[src/rtl/irq_global_gate.sv]
module irq_global_gate #(
  parameter int N_SRC  = 10,
  parameter int PD_IDX = 9,
  parameter int N_AB   = 4
) (
  input  logic             clk,
  input  logic             rst_n,
  input  logic [N_SRC-1:0] req_i,
  input  logic             mask_we_i,
  input  logic [N_SRC-1:0] mask_wdata_i,
  input  logic             ena_pulse_i,
  input  logic             dis_pulse_i,
  input  logic [N_AB-1:0]  ab_req_i,
  output logic [N_SRC-1:0] irq_o,
  output logic [N_SRC-1:0] mask_o,
  output logic             gie_o,
  output logic [N_AB-1:0]  ab_o
);

  logic             gie_q;
  logic [N_SRC-1:0] mask_q;

  always_ff @(posedge clk or negedge rst_n) begin
    if (!rst_n)           gie_q <= 1'b1;
    else if (dis_pulse_i) gie_q <= 1'b0;
    else if (ena_pulse_i) gie_q <= 1'b1;
  end

  always_ff @(posedge clk or negedge rst_n) begin
    if (!rst_n)         mask_q <= '0;
    else if (mask_we_i) mask_q <= mask_wdata_i;
  end

  assign irq_o  = req_i & mask_q & {N_SRC{gie_q}};
  assign mask_o = mask_q;
  assign gie_o  = gie_q;
  assign ab_o   = ab_req_i;

  AST_DIS_CLEARS: assert property (@(posedge clk) disable iff (!rst_n)
    dis_pulse_i |=> !gie_o);
  AST_QUIET_WHEN_OFF: assert property (@(posedge clk) disable iff (!rst_n)
    !gie_o |-> (irq_o == '0));
  AST_MASK_KEPT: assert property (@(posedge clk) disable iff (!rst_n)
    !mask_we_i |=> $stable(mask_o));
  AST_ENA_SETS: assert property (@(posedge clk) disable iff (!rst_n)
    (ena_pulse_i && !dis_pulse_i) |=> gie_o);
  AST_DIS_WINS: assert property (@(posedge clk) disable iff (!rst_n)
    (ena_pulse_i && dis_pulse_i) |=> !gie_o);
  AST_GATE_SUBSET: assert property (@(posedge clk) disable iff (!rst_n)
    ((irq_o & ~(req_i & mask_o)) == '0));
  AST_PD_BLOCKED: assert property (@(posedge clk) disable iff (!rst_n)
    !gie_o |-> !irq_o[PD_IDX]);
  AST_MASK_LOAD: assert property (@(posedge clk) disable iff (!rst_n)
    mask_we_i |=> (mask_o == $past(mask_wdata_i)));

endmodule

[config.mk]
export PLATFORM = sky130hd
export DESIGN_NAME = irq_global_gate
export DESIGN_NICKNAME = d
export VERILOG_FILES = /design/src/rtl/irq_global_gate.sv
export SDC_FILE = /design/constraint.sdc
export NUM_CORES = 1
export LEC_CHECK = 0
export BUFFER_PORTS_ARGS = -buffer_cell sky130_fd_sc_hd__clkbuf_2
export CAP_MARGIN = 5
export CORE_ASPECT_RATIO = 0.8
export CORE_MARGIN = 3
export CORE_UTILIZATION = 32
export CTS_BUF_LIST = sky130_fd_sc_hd__clkbuf_4
export DETAILED_ROUTE_END_ITERATION = 7
export GPL_ROUTABILITY_DRIVEN = 0
export PLACE_DENSITY = 0.76
export SKIP_CTS_REPAIR_TIMING = 1
export SLEW_MARGIN = 0
export SYNTH_ARGS = -nofsm -noshare
export SYNTH_HDL_FRONTEND = slang
export SYNTH_SLANG_ARGS = --single-unit
[constraint.sdc]
create_clock -name clk -period 1.3 [get_ports clk]
set_clock_uncertainty 0.1 [all_clocks]
set_input_delay 0.325 -clock clk [delete_from_list [all_inputs] [get_ports clk]]
set_output_delay 0.325 -clock clk [all_outputs]
set_load 0.1 [all_outputs]
; After elaboration in Yosys (flattened, before gate mapping)
; Cells that the tools add are included.
[totals]
ff_bits = 11
inputBits = 29
wordCells = 7
[classes]
mux = 2
n_bitwise = 2
reduce_logical = 1
[op_table]
columns = op, n
row1 = bitwise AND 10 bit, 2
row2 = two-way mux 1 bit, 2
row3 = nonzero test 2 bit, 1

; Depth between registers and ports, before layout
[depth]
ltp_word = 2
mapped_depth = 2
depth_no_buf = 1

; Worst setup path after synthesis
; No wires, ideal clock.
[synth_path]
kind = register -> output
start = register gie_q, in the netlist gie_o
end = output irq_o[0]
arrival_time_ns = 1.911
required_time_ns = 0.875
path_slack_ns = -1.036
stages_incl_launch_ff = 3
path_buffers = 1
cell_sequence = dfstp_2 > clkbuf_1 > and3_1
[synth_via]
elab_chain_len = 1
[synth_lines]
columns = element, line
row1 = start: declaration, 20  ; logic gie_q;
row2 = start signal: assignment, 24  ; if (!rst_n) gie_q <= 1'b1;
row3 = start signal: assignment, 25  ; else if (dis_pulse_i) gie_q <= 1'b0;
row4 = start signal: assignment, 26  ; else if (ena_pulse_i) gie_q <= 1'b1;
row5 = bitwise AND 10 bit, 34  ; assign irq_o = req_i & mask_q & {N_SRC{gie_q}};
row6 = end: declaration, 14  ; output logic [N_SRC-1:0] irq_o,
; Every way passes these cells.

; Final worst setup path
[layout_path]
start = register gie_q, in the netlist gie_o
end = output irq_o[8]
; The elaborated chain is that of the path after synthesis.

==> out/qor.txt <==
PwrDens = 1170 nW/um^2
I/O Pins = 54
fmax = 554 MHz
Worst Setup End Kind = output port
CTS max path bufs = 2
fin. max-slew vios = 0
Area Growth Syn to Fin = 118%
H-tree depth = 1
final net count = 114
# setup viols final = 19
Starting Density = 36.6%
status = complete, but fails checks
CP Max Fanout = 12
ANT cells = 0
max-cap violations = 0
reg2reg path depth = 3
failing checks = setup timing
Die Y = 42.9 um
Hold Crit Depth = 2
fin util = 79.9%
WP data arrival = 1.38 ns
Worst-Margin Slew = 0.364 ns
detailed-route wire length per cell = 15.6 um
proportion of layout cells with a drive suffix above 1 = 98.8%
Mean Syn Cell Area = 14.3 sq um
largest net degree at the start of global routing = 13
Site Rows = 12
Hold Slack = 0.171 ns
Required @ worst endpoint = 0.88 ns
Mapped Cells = 38
First-pass DRT Iterations = 1
Fin. Hold Viols = 0
top cells by count, synth = and3_1, dfrtp_1, mux2_4
post-synth cell types = 8
ys flop type = dfrtp_1
Leakage = 0.565 nW
Die W = 52.1 um
vias per cell = 4.63
Max transition margin = 75.7%
EDFF count, synth = 0
unrepaired setup endpoints after global routing = true
mux contribution to synthesized area = 27.6%
Post-Synthesis Cell Area = 544 sq um
grt ovf = 0
worst vdd ir = 904 uV
Critical Path Start Type = flop
die area = 2230 sq um
clk sink count = 11
final setup margin = -0.504 ns
synthesis-stage register bit count = 11
share of the synthesized area in the top cell type = 46.0%
Clock Latency Late Sink = 0.27 ns
post-place instance area = 1140 sq um
Async SR Flop Fraction = 100%
Synth area leaders = dfrtp_1, mux2_4, and3_1, buf_4, dfstp_2
final worst path period share = 139%
TritonCTS clock tree = built
Synth Area in Simple Gates = 11.5%
first-pass GRT wire length = 2.57 mm
clock slew at reported path FFs = 0.07 ns
Finished Cell Area = 1190 sq um
core area = 1490 sq um
post-route minimum period = 1.80 ns
Port Buffers = 45
Hold WC Path Type = in -> reg
Final ANT Viol Nets = 0
Iter 0 DRT Violations = 0
post-DP HPWL = 1.38 mm
initial antenna violation count = 0
Mapped Nets = 67
vias in the first global route = 577
final wirelength = 1.64 mm
crit path kind = reg -> out
root buf cell = clkbuf_4
Synth Area in XOR/XNOR = 0%
YS warnings = 0
via count = 486
gr usage total = 16.4%
largest family of logic cells by synthesized area = multiplexers
post-synthesis compound-gate area fraction = 1.84%
register area share after synthesis = 50.8%
number of CTS-inserted buffers = 3
largest area contributor in the netlist = dfrtp_1
post-synthesis adder-cell area fraction = 0%
post-route DRC violation count = 0
-- final timing paths --
kind / to / startpoint / slack [ns]
max: irq_o[8] / gie_o$_DFFE_PN1P_ / -0.50
min: gie_o$_DFFE_PN1P_ / dis_pulse_i / 0.17
max reg2reg: mask_o[8]$_DFFE_PN0P_ / mask_o[8]$_DFFE_PN0P_ / 0.18
min reg2reg: mask_o[2]$_DFFE_PN0P_ / mask_o[2]$_DFFE_PN0P_ / 0.47
max in group asynchronous: gie_o$_DFFE_PN1P_ / rst_n / 0.44
min in group asynchronous: mask_o[4]$_DFFE_PN0P_ / rst_n / 0.38
-- stage by stage --
stage                     std cells  worst slack, ns  total power, W  setup TNS (ns)
after global routing            105           -0.549         0.00144           -5.91
after global placement           99           -0.196         0.00112           -1.81
after CTS                       103           -0.530         0.00140           -5.57
after floorplan                  38           -0.494        0.000913           -4.90
after detailed placement         99           -0.224         0.00114           -1.92
final                           105           -0.504         0.00139           -5.21
-- area by class of cell --
type / instances / area (sq um)
timing repair buffer: 48 / 569
fill: 94 / 299
sequential: 11 / 293
multi-input combinational: 21 / 269
clock buffer: 4 / 30.0
tap: 21 / 26.3
-- layout by cell type (no fill, tap or decap), drive strengths merged --
cell type	count
mux2	10
buf	23
dfrtp	10
dlygate4sd3	1
clkbuf	28
and3	10
dfstp	1
o21ba	1
-- layer usage --
metal / vias to the layer above / track usage (%) / routed length, um
li1: 223 / - / -
met1: 239 / 14.3 / 537
met2: 22 / 31.8 / 972
met3: 2 / 5.96 / 120
met4: 0 / 7.85 / 12
met5: - / 0 / 0
-- cells by family after synthesis --
group | after synthesis
buf+inv | 6
simple gates | 10
mux | 10
flops | 11
compound gates | 1
-- power by group --
part	switching [W]	total [W]	leakage, nW	internal [W]
clock	0.000117	0.000257	0.0184	0.000140
sequential	0.0000511	0.000436	0.118	0.000385
combinational	0.000419	0.000700	0.428	0.000281
-- sequential cells by signal, summed over array words and instances, names as in the netlist --
| signal | flops |
|---|---|
| gie_o | 1 |
| mask_o | 10 |
-- worst max-delay path, stage by stage, from the launching register on --
cell     delay (ns)
dfstp_4        0.70
and3_2         0.23
buf_12         0.17
Note: power is estimated with default switching activity, not from simulation.
